`config.mk`:
```
export PLATFORM = sky130hd
export DESIGN_NAME = osc_call_unit
export DESIGN_NICKNAME = d
export VERILOG_FILES = /design/src/rtl/osc_pkg.sv /design/src/rtl/osc_ret_stack.sv /design/src/rtl/osc_seq.sv /design/src/rtl/osc_bus_mux.sv /design/src/rtl/osc_call_unit.sv
export SDC_FILE = /design/constraint.sdc
export NUM_CORES = 1
export LEC_CHECK = 0
export ABC_AREA = 1
export BUFFER_PORTS_ARGS = -buffer_cell sky130_fd_sc_hd__buf_2
export CELL_PAD_IN_SITES_DETAIL_PLACEMENT = 1
export CELL_PAD_IN_SITES_GLOBAL_PLACEMENT = 1
export CORE_MARGIN = 3
export CORE_UTILIZATION = 49
export CTS_CLUSTER_SIZE = 40
export DETAILED_ROUTE_END_ITERATION = 8
export PLACE_DENSITY_LB_ADDON = 0.1
export SLEW_MARGIN = 25
export SYNTH_ARGS = -nofsm -noshare
export SYNTH_HDL_FRONTEND = slang
export SYNTH_SLANG_ARGS = --single-unit
```
`constraint.sdc`:
```
create_clock -name clk -period 6 [get_ports clk]
set_input_delay 0.9 -clock clk [delete_from_list [all_inputs] [get_ports clk]]
set_output_delay 0.9 -clock clk [all_outputs]
set_load 0.01 [all_outputs]
```
`src/rtl/osc_pkg.sv`:
```
package osc_pkg;
  localparam logic [7:0] OP_TRIGGER = 8'h02;
  localparam logic [7:0] OP_RETURN  = 8'h60;
  localparam logic [7:0] OP_JMP_IND = 8'h6C;
  localparam logic [7:0] OP_JMP_ABS = 8'h4C;

  typedef enum logic [2:0] {
    SEL_PASS,
    SEL_IND,
    SEL_JMP,
    SEL_LO,
    SEL_HI
  } sel_t;

  typedef enum logic [1:0] {
    ST_IDLE,
    ST_LO,
    ST_HI
  } seq_t;
endpackage

```
`src/rtl/osc_ret_stack.sv`:
```
module osc_ret_stack #(
  parameter int ADDR_W = 16,
  parameter int DEPTH  = 4
) (
  input  logic              clk,
  input  logic              rst_n,
  input  logic              push,
  input  logic [ADDR_W-1:0] push_addr,
  input  logic              pop,
  output logic [ADDR_W-1:0] top_addr,
  output logic              nonempty,
  output logic [$clog2(DEPTH+1)-1:0] count
);
  localparam int PW = (DEPTH > 1) ? $clog2(DEPTH) : 1;
  localparam int CW = $clog2(DEPTH + 1);
  localparam logic [CW-1:0] FULL = CW'(DEPTH);

  logic [ADDR_W-1:0] mem [DEPTH];
  logic [PW-1:0]     wr_ptr;
  logic [PW-1:0]     top_ptr;

  assign top_ptr  = (wr_ptr == '0) ? PW'(DEPTH - 1) : wr_ptr - 1'b1;
  assign top_addr = mem[top_ptr];
  assign nonempty = (count != '0);

  always_ff @(posedge clk) begin
    if (!rst_n) begin
      wr_ptr <= '0;
      count  <= '0;
    end else if (push) begin
      wr_ptr <= (wr_ptr == PW'(DEPTH - 1)) ? '0 : wr_ptr + 1'b1;
      if (count != FULL) count <= count + 1'b1;
    end else if (pop && nonempty) begin
      wr_ptr <= top_ptr;
      count  <= count - 1'b1;
    end
  end

  for (genvar i = 0; i < DEPTH; i++) begin : g_slot
    always_ff @(posedge clk) begin
      if (push && wr_ptr == PW'(i)) mem[i] <= push_addr;
    end
  end
endmodule

```
`src/rtl/osc_seq.sv`:
```
module osc_seq
  import osc_pkg::*;
(
  input  logic       clk,
  input  logic       rst_n,
  input  logic       bus_en,
  input  logic       sync,
  input  logic       in_cart,
  input  logic [7:0] prg_data,
  input  logic       nonempty,
  output logic       push,
  output logic       pop,
  output sel_t       sel,
  output logic       busy
);
  seq_t state, state_nx;
  logic opfetch;

  assign opfetch = bus_en && sync && in_cart && (state == ST_IDLE);
  assign busy    = (state != ST_IDLE);

  always_comb begin
    sel      = SEL_PASS;
    push     = 1'b0;
    pop      = 1'b0;
    state_nx = state;
    unique case (state)
      ST_IDLE: begin
        if (opfetch && prg_data == OP_TRIGGER) begin
          sel  = SEL_IND;
          push = 1'b1;
        end else if (opfetch && prg_data == OP_RETURN && nonempty) begin
          sel      = SEL_JMP;
          state_nx = ST_LO;
        end
      end
      ST_LO: begin
        sel = SEL_LO;
        if (bus_en) state_nx = ST_HI;
      end
      ST_HI: begin
        sel = SEL_HI;
        if (bus_en) begin
          pop      = 1'b1;
          state_nx = ST_IDLE;
        end
      end
      default: state_nx = ST_IDLE;
    endcase
  end

  always_ff @(posedge clk) begin
    if (!rst_n) state <= ST_IDLE;
    else        state <= state_nx;
  end
endmodule

```
`src/rtl/osc_bus_mux.sv`:
```
module osc_bus_mux
  import osc_pkg::*;
#(
  parameter int ADDR_W = 16
) (
  input  logic              bus_en,
  input  sel_t              sel,
  input  logic [ADDR_W-1:0] top_addr,
  output logic [7:0]        sub_data,
  output logic              sub_oe,
  output logic              prg_en
);
  logic drive;

  always_comb begin
    unique case (sel)
      SEL_IND: sub_data = OP_JMP_IND;
      SEL_JMP: sub_data = OP_JMP_ABS;
      SEL_LO:  sub_data = top_addr[7:0];
      SEL_HI:  sub_data = top_addr[15:8];
      default: sub_data = 8'h00;
    endcase
  end

  assign drive  = (sel != SEL_PASS);
  assign sub_oe = bus_en && drive;
  assign prg_en = !drive;
endmodule

```
`src/rtl/osc_call_unit.sv`:
```
module osc_call_unit
  import osc_pkg::*;
#(
  parameter int              ADDR_W    = 16,
  parameter int              DEPTH     = 4,
  parameter logic [15:0]     CART_BASE = 16'h6000
) (
  input  logic              clk,
  input  logic              rst_n,
  input  logic              bus_en,
  input  logic              sync,
  input  logic [ADDR_W-1:0] cpu_addr,
  input  logic [7:0]        prg_data,
  output logic [7:0]        sub_data,
  output logic              sub_oe,
  output logic              prg_en
);
  localparam int CW = $clog2(DEPTH + 1);

  logic              in_cart;
  logic              push, pop, nonempty, busy;
  logic [ADDR_W-1:0] top_addr;
  logic [CW-1:0]     count;
  sel_t              sel;

  assign in_cart = (cpu_addr >= ADDR_W'(CART_BASE));

  osc_seq u_seq (
    .clk(clk), .rst_n(rst_n), .bus_en(bus_en), .sync(sync),
    .in_cart(in_cart), .prg_data(prg_data), .nonempty(nonempty),
    .push(push), .pop(pop), .sel(sel), .busy(busy)
  );

  osc_ret_stack #(.ADDR_W(ADDR_W), .DEPTH(DEPTH)) u_stack (
    .clk(clk), .rst_n(rst_n), .push(push),
    .push_addr(cpu_addr + ADDR_W'(3)), .pop(pop),
    .top_addr(top_addr), .nonempty(nonempty), .count(count)
  );

  osc_bus_mux #(.ADDR_W(ADDR_W)) u_mux (
    .bus_en(bus_en), .sel(sel), .top_addr(top_addr),
    .sub_data(sub_data), .sub_oe(sub_oe), .prg_en(prg_en)
  );
endmodule

```
Word level (Yosys, flattened, before mapping). Memory sizes are Yosys's and may differ from the RTL's. Index checks and enable logic that the tools add are counted.

Memories: 1. Bits in writable memories: 64. Register bits after elaboration: 7. Bits of input ports: 28.

Memory list: u_stack.mem (words 4, width 16, rd ports 1, clocked after memory_dff 0, write ports 1, RTL line osc_ret_stack.sv:18) `logic [ADDR_W-1:0] mem [DEPTH];`.

Equal/unequal tests: 17. $lt $le $gt $ge: 1. Reduce and logical (&&, ||, !) cells: 23. Muxes and demuxes: 37. Add/sub/neg operators: 5.

Operator list (number): 16-bit 2-to-1 mux (3); 16-bit OR reduction (3); 8-bit one-hot mux with 4 select lines (1); 2-bit 2-to-1 mux (12); 16-bit by 2-bit adder with 16-bit output, second input constant (1); 16-bit by 15-bit greater-or-equal comparator with 1-bit output, second input constant (1); 1-bit 2-to-1 mux (15); 1-bit logical AND (12); 3-bit 2-to-1 mux (4); 2-bit != test, second input constant (5); 3-bit one-hot mux with 3 select lines (1); 8-bit by 2-bit == test with 1-bit output, second input constant (1); 8-bit by 7-bit == test with 1-bit output, second input constant (1); 2-bit == test, second input constant (3); 3-bit by 2-bit == test with 1-bit output, second input constant (2); 2-bit one-hot mux with 3 select lines (1); 3-bit nonzero test (2); 2-bit by 1-bit == test with 1-bit output, second input constant (2); 2-bit zero test (2); 4-bit AND reduction (1); 3-bit by 1-bit adder with 3-bit output, second input constant (1); 3-bit by 1-bit == test with 1-bit output, second input constant (1); 3-bit == test, second input constant (1); 3-bit != test, second input constant (1); 6 further kinds (6).

Depth between registers and ports, before layout. Gate-level depths: netlist of run 1.

Word-level depth: 13. Depth in mapped cells: 14.

Modules after synthesis. Synthesis of run 1 repeated with hierarchy kept, for this count alone.

Cell total of the unflattened synthesis: 379. Area, all modules: 3649.8 um2.

Modules (own cells, without submodules): osc_ret_stack (instances 1, area an instance 2808.9 um2, cells each 219, sequential area each 2021.9 um2); osc_call_unit (instances 1, area an instance 425.4 um2, cells each 85, sequential area each 0.0 um2); osc_seq (instances 1, area an instance 219.0 um2, cells each 35, sequential area each 40.0 um2); osc_bus_mux (instances 1, area an instance 196.4 um2, cells each 40, sequential area each 0.0 um2).

Worst setup path after synthesis of run 1. Ideal clock, no wire load.

Path kind: input to output. Start: input port prg_data[4]. End: output port sub_oe. Data required time: 5100 ps. Arrival: 1741 ps. Cell stages on the path: 9. Path buffers: 0. Slack: 3359 ps. Cell sequence: nor2_1 > nand2_2 > nor2_4 > nand2_4 > nand2_2 > nand2_1 > nand2_1 > nor2_2 > nor2_2.

Cells in the longest elaborated chain, start to end: 8.

Ends and longest elaborated chain: from (decl) (RTL line osc_call_unit.sv:13) `input logic [7:0] prg_data,`; 8-bit by 7-bit == test with 1-bit output (RTL line osc_seq.sv:32) `end else if (opfetch && prg_data == OP_RETURN && nonempty) begin`; 1-bit logical AND (2 in series) (RTL line osc_seq.sv:32); 2-bit 2-to-1 mux (RTL line osc_seq.sv:32); 3-bit 2-to-1 mux * (RTL line osc_seq.sv:29) `if (opfetch && prg_data == OP_TRIGGER) begin`; 3-bit one-hot mux with 3 select lines * (RTL line osc_seq.sv:27) `unique case (state)`; 3-bit nonzero test * (RTL line osc_bus_mux.sv:25) `assign drive = (sel != SEL_PASS);`; 1-bit logical AND * (RTL line osc_bus_mux.sv:26) `assign sub_oe = bus_en && drive;`; to (decl) (RTL line osc_call_unit.sv:15) `output logic sub_oe,`.

Every way passes the cells marked *; elsewhere a longest branch is shown, timed or not.

Worst setup path after layout of run 1.
Start: register u_stack.wr_ptr[0]. End: output port sub_data[7].

Cells in the longest elaborated chain, start to end: 4.

Ends and longest elaborated chain: from (decl) (RTL line osc_ret_stack.sv:19) `logic [PW-1:0] wr_ptr;`; from (signal assigned) (RTL line osc_ret_stack.sv:31) `wr_ptr <= (wr_ptr == PW'(DEPTH - 1)) ? '0 : wr_ptr + 1'b1;`; from (signal assigned) (RTL line osc_ret_stack.sv:34) `wr_ptr <= top_ptr;`; 2-bit by 1-bit subtractor with 2-bit output / 2-bit zero test (equally long branches) (RTL line osc_ret_stack.sv:22) `assign top_ptr = (wr_ptr == '0) ? PW'(DEPTH - 1) : wr_ptr - 1'b1;`; 2-bit 2-to-1 mux * (RTL line osc_ret_stack.sv:22); memory read 4 x 16 bit *; 8-bit one-hot mux with 4 select lines * (RTL line osc_bus_mux.sv:16) `unique case (sel)`; to (decl) (RTL line osc_call_unit.sv:14) `output logic [7:0] sub_data,`.

Marked as above.

==> flow_summary_export.csv, run 1 <==
group,metric,value,unit
clocking,cts_buffer_depth,2,
sta,hold_viol_final,0,
global_route,antenna_found_initial,0,
layout,final_layout_size_suffix_gt1_frac,0.230,
sta,skew,11.7,ps
global_route,grt.total_usage,0.217,
hold_path,hp-class,"flip-flop to flip-flop",
setup_path,rrSetupSlack,3430,ps
floorplanning,start_util,0.518,
logic_synthesis,syn_area,3830,um2
setup_path,critPathKind,"flip-flop to primary output",
clocking,h-tree-depth,3,
global_route,grt_max_degree,51,
pwr,powerDensity,259,nW/um2
logic_synthesis,yosys.area.top_type,"edfxtp_1",
sta,fmax,265,MHz
logic_synthesis,synthFlopType,"edfxtp_1",
logic_synthesis,yosys.area.top_type_share,0.501,
sta,min_period_over_period,0.629,
setup_path,r2r_start,"u_seq.state[0]$_SDFFE_PN0P_",
clocking,root_buffer,"clkbuf_8",
sta,tightest_slew,995,ps
sta,final-setup-viol-count,0,
hold_path,hp-start,"u_stack.wr_ptr[1]$_SDFFE_PN0P_",
place,dp_slack,2610,ps
logic_synthesis,synthTopCellsByArea,"edfxtp_1 (50%), nand2_1 (6.9%), inv_1 (4.9%)",
clocking,clk_pin_slew,80,ps
place,io_buffers,37,
layout,area_growth,11.1,%
sta,rsz0062_at_grt,"no",
sta,slew_violations,0,
routing,wl,8.86,mm
clocking,clock_latency,350,ps
sta,min_period,3780,ps
layout,multi_input_area,1500,um2
layout,stdcell_area,4260,um2
logic_synthesis,yosys_warnings,0,
logic_synthesis,postSynthCellCount,398,
routing,drc_errors,0,
routing,wl_per_cell,16.4,um
logic_synthesis,postSynth.asyncResetShare,0,
pwr,p_leak,1.78,nW
sta,setup_tns,0,ps
setup_path,critPathMaxStageDelay,490,ps
pwr,power.total,1.10,mW
global_route,overflow,0,
logic_synthesis,ys_ff_latch,71,
place,place_congestion,0.758,
setup_path,crit_buf_inv,5,
setup_path,cp_data_arrival_time,2880,ps
global_route,grt_pass1_vias,3030,
logic_synthesis,synth_common_cells,"nand2_1 (71), edfxtp_1 (64), inv_1 (50)",
place,place_area,4090,um2
place,place_hpwl,6.38,mm
clocking,ctsResizeCount,0,
logic_synthesis,synth_area_per_cell,9.64,um2
floorplanning,die_y,94.5,um
logic_synthesis,synth-edff-count,64,
outcome,status,"complete, no violations",
setup_path,worst-r2r-cell-count,8,
setup_path,critPathTopFamily,"buffers and inverters",
floorplanning,die_area,8920,um2
routing,vias,2833,
logic_synthesis,yosysSeqAreaShare,0.538,
logic_synthesis,ys_types,35,
routing,viasPerCell,5.26,
clocking,cts_sinks,71,
layout,nNetsFinal,475,
setup_path,end_kind,"primary output",
pwr,ir_worst_vdd,0.116,mV
setup_path,worstPathCellList,"inv_1 -> ha_1 -> inv_1 -> nand2_2 -> inv_2 -> o21ai_0 -> o22ai_1 -> nand2_1 -> nand2_1 -> nand2_1 -> inv_1 -> buf_2",
floorplanning,rows,31,
clocking,post_cts_buffers,0,
floorplanning,core_area,7410,um2
layout,ff_latch_area,2060,um2
place,dp.cells,523,
floorplanning,ios,38,
clocking,cts_tree,"yes",
setup_path,cpMaxStageDelayCell,"nand2_2",
flow_run,drv_cap,0,
hold_path,min_to,"u_stack.wr_ptr[1]$_SDFFE_PN0P_",
logic_synthesis,syn_nets,438,
hold_path,worst_hold_path.num_cells,2,
routing,drt_iter0_markers,108,
clocking,cts_buffers,9,
sta,layout_setup_ws,2220,ps
setup_path,cp_max_fo,50,
floorplanning,fp.dieW,94.5,um
layout,stdcell_count,539,
routing,firstDrtPassIters,4,
logic_synthesis,synth_most_common_cell,"nand2_1",
layout,nFillCells,884,
setup_path,crit_required,5100,ps
setup_path,r2r_end,"u_stack.mem[0][2]$_DFFE_PP_",
setup_path,startpoint_type,"flip-flop",
sta,relSlewSlack,0.336,
clocking,hold_buffers,0,
routing,ant_nets,0,
global_route,grt_pass1_wl,14.3,mm
layout,antennaDiodeCount,0,
sequential cells by signal, indices dropped and copies added (netlist names):
signal,count
u_seq.state,2
u_stack.wr_ptr,2
u_stack.count,3
u_stack.mem,64
metrics by stage:
step / hold slack, ps / utilization
floorplan: 499 / -
global placement: 534 / 0.552
detailed placement: 551 / 0.552
CTS: 568 / 0.575
global route: 597 / 0.575
finish: 558 / 0.575
power breakdown:
part | total (mW) | leakage, nW | internal [mW] | switching, mW
Combinational | 0.213 | 1.06 | 0.0682 | 0.145
Clock | 0.336 | 0.0854 | 0.150 | 0.186
Sequential | 0.553 | 0.632 | 0.545 | 0.00750
Total | 1.10 | 1.78 | 0.763 | 0.339
logic make-up (layout without fill, tap and decap cells):
family,after synthesis,in the layout,share of synthesized area
compound gates,65,65,0.0887
simple gates,170,170,0.228
fa+ha+maj,12,12,0.0411
flops,71,71,0.538
xor+xnor,13,13,0.0316
buf+inv,67,109,0.0731
layout make-up:
class | instances | area share
Sequential cell | 71 | 0.484
Multi-Input combinational cell | 260 | 0.353
Inverter | 56 | 0.0505
Timing Repair Buffer | 37 | 0.0435
Clock buffer | 9 | 0.0291
Tap cell | 99 | 0.0291
Clock inverter | 7 | 0.0112
per-layer routing:
metal  wire length, um  part of all wire  GRT usage
met5                 0                 0          0
met1              3530              0.40      0.239
met4               202             0.023     0.0938
met3               501             0.057     0.0510
met2              4620              0.52      0.397
worst reg2reg max path: stages (launching register included):
cell	delay [ps]
dfxtp_1	370
inv_1	250
ha_1	260
inv_2	50
nor2_2	140
nand2_4	110
nor2_4	120
nand2_4	100
nor2_2	770
cells in the final DEF, fill, tap and decap left out, drive strengths merged, types with 6 or more instances in the layout:
master,n
clkbuf,9
nand2,87
nand3,19
a21oi,20
xor2,6
inv,56
o22ai,8
xnor2,7
buf,37
o21ai,36
ha,11
edfxtp,64
nor2,52
dfxtp,7
worst max-delay path by stage:
stage,cells past startpoint,startpoint,slack (ps),endpoint
detailed placement,12,u_stack.wr_ptr[0]$_SDFFE_PN0P_,2610,sub_data[7]
global placement,12,u_stack.wr_ptr[0]$_SDFFE_PN0P_,2820,sub_data[7]
floorplan,9,prg_data[4],3360,sub_oe
global route,12,u_stack.wr_ptr[0]$_SDFFE_PN0P_,1900,sub_data[7]
CTS,12,u_stack.wr_ptr[0]$_SDFFE_PN0P_,2210,sub_data[7]
finish,12,u_stack.wr_ptr[0]$_SDFFE_PN0P_,2220,sub_data[7]
(Power assumes the default switching activity.)
==> run 2: changes to the inputs <==
- CORE_UTILIZATION: 49 -> 46
- clock period: 6 -> 3.92 ns (I/O delays scaled with it)
==> flow_summary_export.csv, run 2 (same netlist as run 1, synthesis figures left out) <==
group,metric,value,unit
outcome,status,"complete, no violations",
clocking,clk_pin_slew,80,ps
floorplanning,start_util,0.484,
global_route,grt.total_usage,0.196,
layout,multi_input_area,1490,um2
layout,nFillCells,920,
setup_path,crit_required,3330,ps
flow_run,drv_cap,0,
global_route,grt_pass1_wl,14.5,mm
sta,min_period,3410,ps
sta,final-setup-viol-count,0,
sta,setup_tns,0,ps
routing,vias,2829,
routing,wl_per_cell,16.5,um
layout,area_growth,11.8,%
clocking,h-tree-depth,3,
clocking,ctsResizeCount,0,
layout,largestRegisters,"u_stack.mem (64), u_stack.count (3)",
floorplanning,fp.dieW,97.3,um
floorplanning,rows,32,
pwr,power.total,1.67,mW
routing,viasPerCell,5.17,
routing,wl,9.01,mm
global_route,grt_max_degree,51,
setup_path,startpoint_type,"flip-flop",
layout,mostFrequentLayoutCell,"nand2_1",
clocking,hold_buffers,0,
setup_path,end_kind,"primary output",
sta,fmax,293,MHz
routing,ant_nets,0,
layout,final_cell_mix,"nand2_1 (71), edfxtp_1 (64), inv_1 (50), nor2_1 (44), buf_2 (37)",
sta,min_period_over_period,0.869,
routing,drt_iter0_markers,129,
clocking,cts_sinks,71,
pwr,ir_worst_vdd,0.196,mV
sta,relSlewSlack,0.416,
sta,rsz0062_at_grt,"no",
setup_path,cp_max_fo,50,
layout,nNetsFinal,480,
clocking,cts_buffer_depth,2,
setup_path,critPathKind,"flip-flop to primary output",
layout,ff_latch_area,2060,um2
layout,antennaDiodeCount,0,
floorplanning,ios,38,
floorplanning,die_y,97.3,um
hold_path,hp-start,"rst_n",
setup_path,cp_data_arrival_time,2820,ps
layout,regMostFlops,"u_stack.mem",
clocking,root_buffer,"clkbuf_8",
place,place_hpwl,6.58,mm
layout,post-route-util,0.541,
floorplanning,die_area,9470,um2
layout,final_layout_size_suffix_gt1_frac,0.227,
setup_path,r2r_start,"u_seq.state[0]$_SDFFE_PN0P_",
sta,skew,16.6,ps
global_route,grt_pass1_vias,2955,
global_route,overflow,0,
floorplanning,core_area,7930,um2
sta,hold_viol_final,0,
place,place_congestion,0.777,
layout,largest_reg_flops,64,
global_route,antenna_found_initial,0,
routing,drc_errors,0,
hold_path,hp-class,"input port to flip-flop",
clocking,cts_buffers,9,
place,io_buffers,37,
clocking,cts_tree,"yes",
pwr,powerDensity,390,nW/um2
routing,firstDrtPassIters,4,
clocking,clock_latency,350,ps
clocking,post_cts_buffers,0,
sta,slew_violations,0,
setup_path,startpoint,"u_stack.wr_ptr[0]$_SDFFE_PN0P_",
sta,tightest_slew,872,ps
pwr,p_leak,1.80,nW
==> run 2: changes by cell type in the layout (fill, tap and decap cells not counted) <==
cell and change:
buf_4 +5, clkbuf_1 +1, inv_6 -1, nor2_1 +4
nor2_2 -4
==> run 2: worst paths after layout <==
check / to / slack, ps / cells after the start
worst max register to register: u_stack.mem[1][10]$_DFFE_PP_ / 1520 / 9
worst min-delay path: u_seq.state[1]$_SDFFE_PN0P_ / 530 / 3
worst max-delay path: sub_data[4] / 510 / 12
worst min register to register: u_stack.wr_ptr[1]$_SDFFE_PN0P_ / 570 / 2
==> run 2: per-layer routing <==
metal / GRT usage / vias to the layer above / wire length, um
li1: - / 1398 / -
met1: 0.231 / 1351 / 3820
met4: 0.0745 / 0 / 172
met2: 0.360 / 66 / 4710
met5: 0 / - / 0
met3: 0.0287 / 14 / 315
==> run 2: per-stage QoR <==
stage	std cells	hold slack, ps	instance area (um2)	setup slack, ps
floorplan	398	499	3830	1590
detailed placement	531	545	4120	842
CTS	547	535	4290	503
finish	547	529	4290	512
global route	547	549	4290	229
global placement	531	535	4120	1060
==> run 2: worst max-delay path, stage by stage (launching register included) <==
cell and delay [ps]:
dfxtp_1 440, inv_1 100, ha_1 200, inv_1 90, nand2_2 490, inv_2 450
o21ai_0 150, o22ai_1 170, nand2_1 70, nand2_1 70, nand2_1 60, inv_1 60
buf_2 120
==> run 2: power breakdown <==
group | internal (mW) | switching [mW]
Sequential | 0.835 | 0.0117
Combinational | 0.104 | 0.220
Clock | 0.227 | 0.274
==> run 2: final cells by class <==
cell class,instances,share of cell area
Multi-Input combinational cell,260,0.348
Inverter,56,0.0502
Timing Repair Buffer,42,0.0520
Clock inverter,6,0.00905
Tap cell,102,0.0298
Clock buffer,10,0.0298
Sequential cell,71,0.481
==> run 3: changes to the inputs <==
- ABC_AREA: 1 -> unset
- CORE_UTILIZATION: 46 -> 49
==> flow_summary_export.csv, run 3 <==
group,metric,value,unit
pwr,clkPwrFrac,0.418,
global_route,overflow,0,
logic_synthesis,yosys.area.top_type,"edfxtp_1",
hold_path,hp-start,"u_stack.count[1]$_SDFFE_PN0P_",
pwr,powerDensity,384,nW/um2
logic_synthesis,synth-edff-count,64,
sta,setup_tns,0,ps
setup_path,cp_max_fo,11,
floorplanning,fp.dieW,89.8,um
routing,drt_iter0_markers,149,
sta,min_period,3380,ps
logic_synthesis,synthMuxAreaShare,0.117,
layout,antennaDiodeCount,0,
clocking,post_cts_buffers,0,
logic_synthesis,synthXorXnorAreaFrac,0.0357,
global_route,grt.total_usage,0.198,
routing,ant_nets,0,
clocking,cts_buffers,9,
pwr,p_sw,0.310,mW
clocking,ctsResizeCount,0,
floorplanning,ios,38,
outcome,status,"complete, no violations",
logic_synthesis,yosys_warnings,0,
sta,rsz0062_at_grt,"no",
global_route,antenna_found_initial,0,
layout,largest_reg_flops,64,
clocking,clk_pin_slew,80,ps
logic_synthesis,synth_area_per_cell,15.2,um2
logic_synthesis,postSynthCellCount,226,
logic_synthesis,postSynth.asyncResetShare,0,
global_route,grt_pass1_vias,2175,
sta,hold_viol_final,0,
sta,slew_violations,0,
routing,vias,2088,
logic_synthesis,syn_nets,266,
layout,nFillCells,637,
logic_synthesis,ys_types,50,
setup_path,critPathKind,"flip-flop to primary output",
layout,area_growth,14.7,%
pwr,p_comb_frac,0.036,
setup_path,startpoint,"u_seq.state[1]$_SDFFE_PN0P_",
floorplanning,start_util,0.523,
logic_synthesis,yosys.area.top_type_share,0.559,
sta,tightest_slew,779,ps
layout,mostFrequentLayoutCell,"edfxtp_1",
sta,relSlewSlack,0.481,
global_route,grt_pass1_wl,12.0,mm
logic_synthesis,synthTopCellsByArea,"edfxtp_1 (56%), mux4_2 (10%), dfxtp_1 (4.1%)",
logic_synthesis,syn_area,3440,um2
clocking,cts_buffer_depth,2,
place,place_hpwl,5.46,mm
setup_path,end_kind,"primary output",
logic_synthesis,synth_top_family_by_area,"simple AND/OR/NAND/NOR gates",
pwr,p_leak,1.35,nW
sta,final-setup-viol-count,0,
sta,whs,575,ps
pwr,p_int,1.21,mW
pwr,swShare,0.204,
pwr,seq_power_share,0.545,
logic_synthesis,synth_compound_area_frac,0.0648,
layout,regMostFlops,"u_stack.mem",
sta,fmax,296,MHz
layout,nNetsFinal,310,
setup_path,startpoint_type,"flip-flop",
layout,final_layout_size_suffix_gt1_frac,0.320,
routing,wl_per_cell,20.4,um
floorplanning,rows,29,
clocking,clock_latency,340,ps
place,io_buffers,37,
setup_path,crit_required,3330,ps
setup_path,r2r_start,"u_seq.state[1]$_SDFFE_PN0P_",
logic_synthesis,synthFlopType,"edfxtp_1",
hold_path,hp-class,"flip-flop to flip-flop",
logic_synthesis,synth_common_cells,"edfxtp_1 (64), mux4_2 (16), nor2_1 (13)",
layout,largestRegisters,"u_stack.mem (64), u_stack.count (3)",
logic_synthesis,synth_most_common_cell,"edfxtp_1",
routing,firstDrtPassIters,4,
logic_synthesis,ys_ff_latch,71,
clocking,cts_sinks,71,
clocking,root_buffer,"clkbuf_8",
floorplanning,die_y,89.8,um
logic_synthesis,synth-adder-area-share,0.0459,
routing,viasPerCell,5.67,
global_route,grt_max_degree,19,
place,place_congestion,0.788,
logic_synthesis,yosysSeqAreaShare,0.600,
floorplanning,core_area,6570,um2
sta,min_period_over_period,0.861,
clocking,h-tree-depth,3,
routing,wl,7.51,mm
sta,skew,8.80,ps
pwr,ir_worst_vdd,0.213,mV
routing,drc_errors,0,
clocking,cts_tree,"yes",
layout,final_cell_mix,"edfxtp_1 (64), buf_2 (37), mux4_2 (16), nor2_1 (13)",
floorplanning,die_area,8060,um2
setup_path,cp_data_arrival_time,2790,ps
clocking,hold_buffers,0,
logic_synthesis,synthSimpleGateAreaFrac,0.117,
flow_run,drv_cap,0,
==> run 3: cell families after synthesis <==
group / count (synthesis)
muxes: 20
xor gates and xnor gates: 14
buffers and inverters: 15
DFF: 71
AOI/OAI and AO/OA: 29
and+or+nand+nor: 65
adders and majority gates: 12
==> run 3: critical path, stage by stage (launching register included) <==
cell     delay, ps
dfxtp_1        370
inv_1          170
ha_1           290
or4b_4         510
nor4_4         590
and2_2         270
o31a_1         110
buf_2          120
==> run 3: per-layer routing <==
| metal | part of all wire | track usage | vias to the layer above |
|---|---|---|---|
| li1 | - | - | 977 |
| met1 | 0.43 | 0.251 | 1047 |
| met2 | 0.51 | 0.332 | 55 |
| met3 | 0.045 | 0.0518 | 9 |
| met4 | 0.016 | 0.0690 | 0 |
| met5 | 0 | 0 | - |
==> run 3: metrics by stage <==
step / area, um2 / setup WS, ps / instances / utilization / power, mW
3_3_place_gp: 3720 / 908 / 352 / 0.567 / 0.897
6_report: 3940 / 544 / 368 / 0.600 / 1.52
5_1_grt: 3940 / 302 / 368 / 0.600 / 1.57
2_1_floorplan: 3440 / 1200 / 226 / - / 0.869
3_5_place_dp: 3720 / 830 / 352 / 0.567 / 0.900
4_1_cts: 3940 / 512 / 368 / 0.600 / 1.53
==> run 3: final timing paths <==
path / end / slack, ps / cells past startpoint
setup / recovery: sub_oe / 540 / 7
hold / removal: u_stack.count[1]$_SDFFE_PN0P_ / 570 / 2
setup reg to reg: u_stack.count[2]$_SDFFE_PN0P_ / 830 / 8
hold reg to reg: u_stack.count[1]$_SDFFE_PN0P_ / 570 / 2
==> run 3: final cells by class <==
class,instances,area (um2),share of cell area
sequential,71,2060,0.523
multi-input combinational,140,1310,0.332
clock buffer,9,124,0.0314
clock inverter,7,95.1,0.0241
timing repair buffer,40,208,0.0527
inverter,8,30.0,0.00761
tap,93,116,0.0295
==> run 3: power groups by stage <==
stage | combinational, mW | sequential, mW | clock [mW]
2_1_floorplan | 0.0249 | 0.844 | 0
3_3_place_gp | 0.0525 | 0.844 | 0
3_5_place_dp | 0.0557 | 0.844 | 0
4_1_cts | 0.0558 | 0.827 | 0.648
5_1_grt | 0.0613 | 0.827 | 0.682
6_report | 0.0552 | 0.827 | 0.634
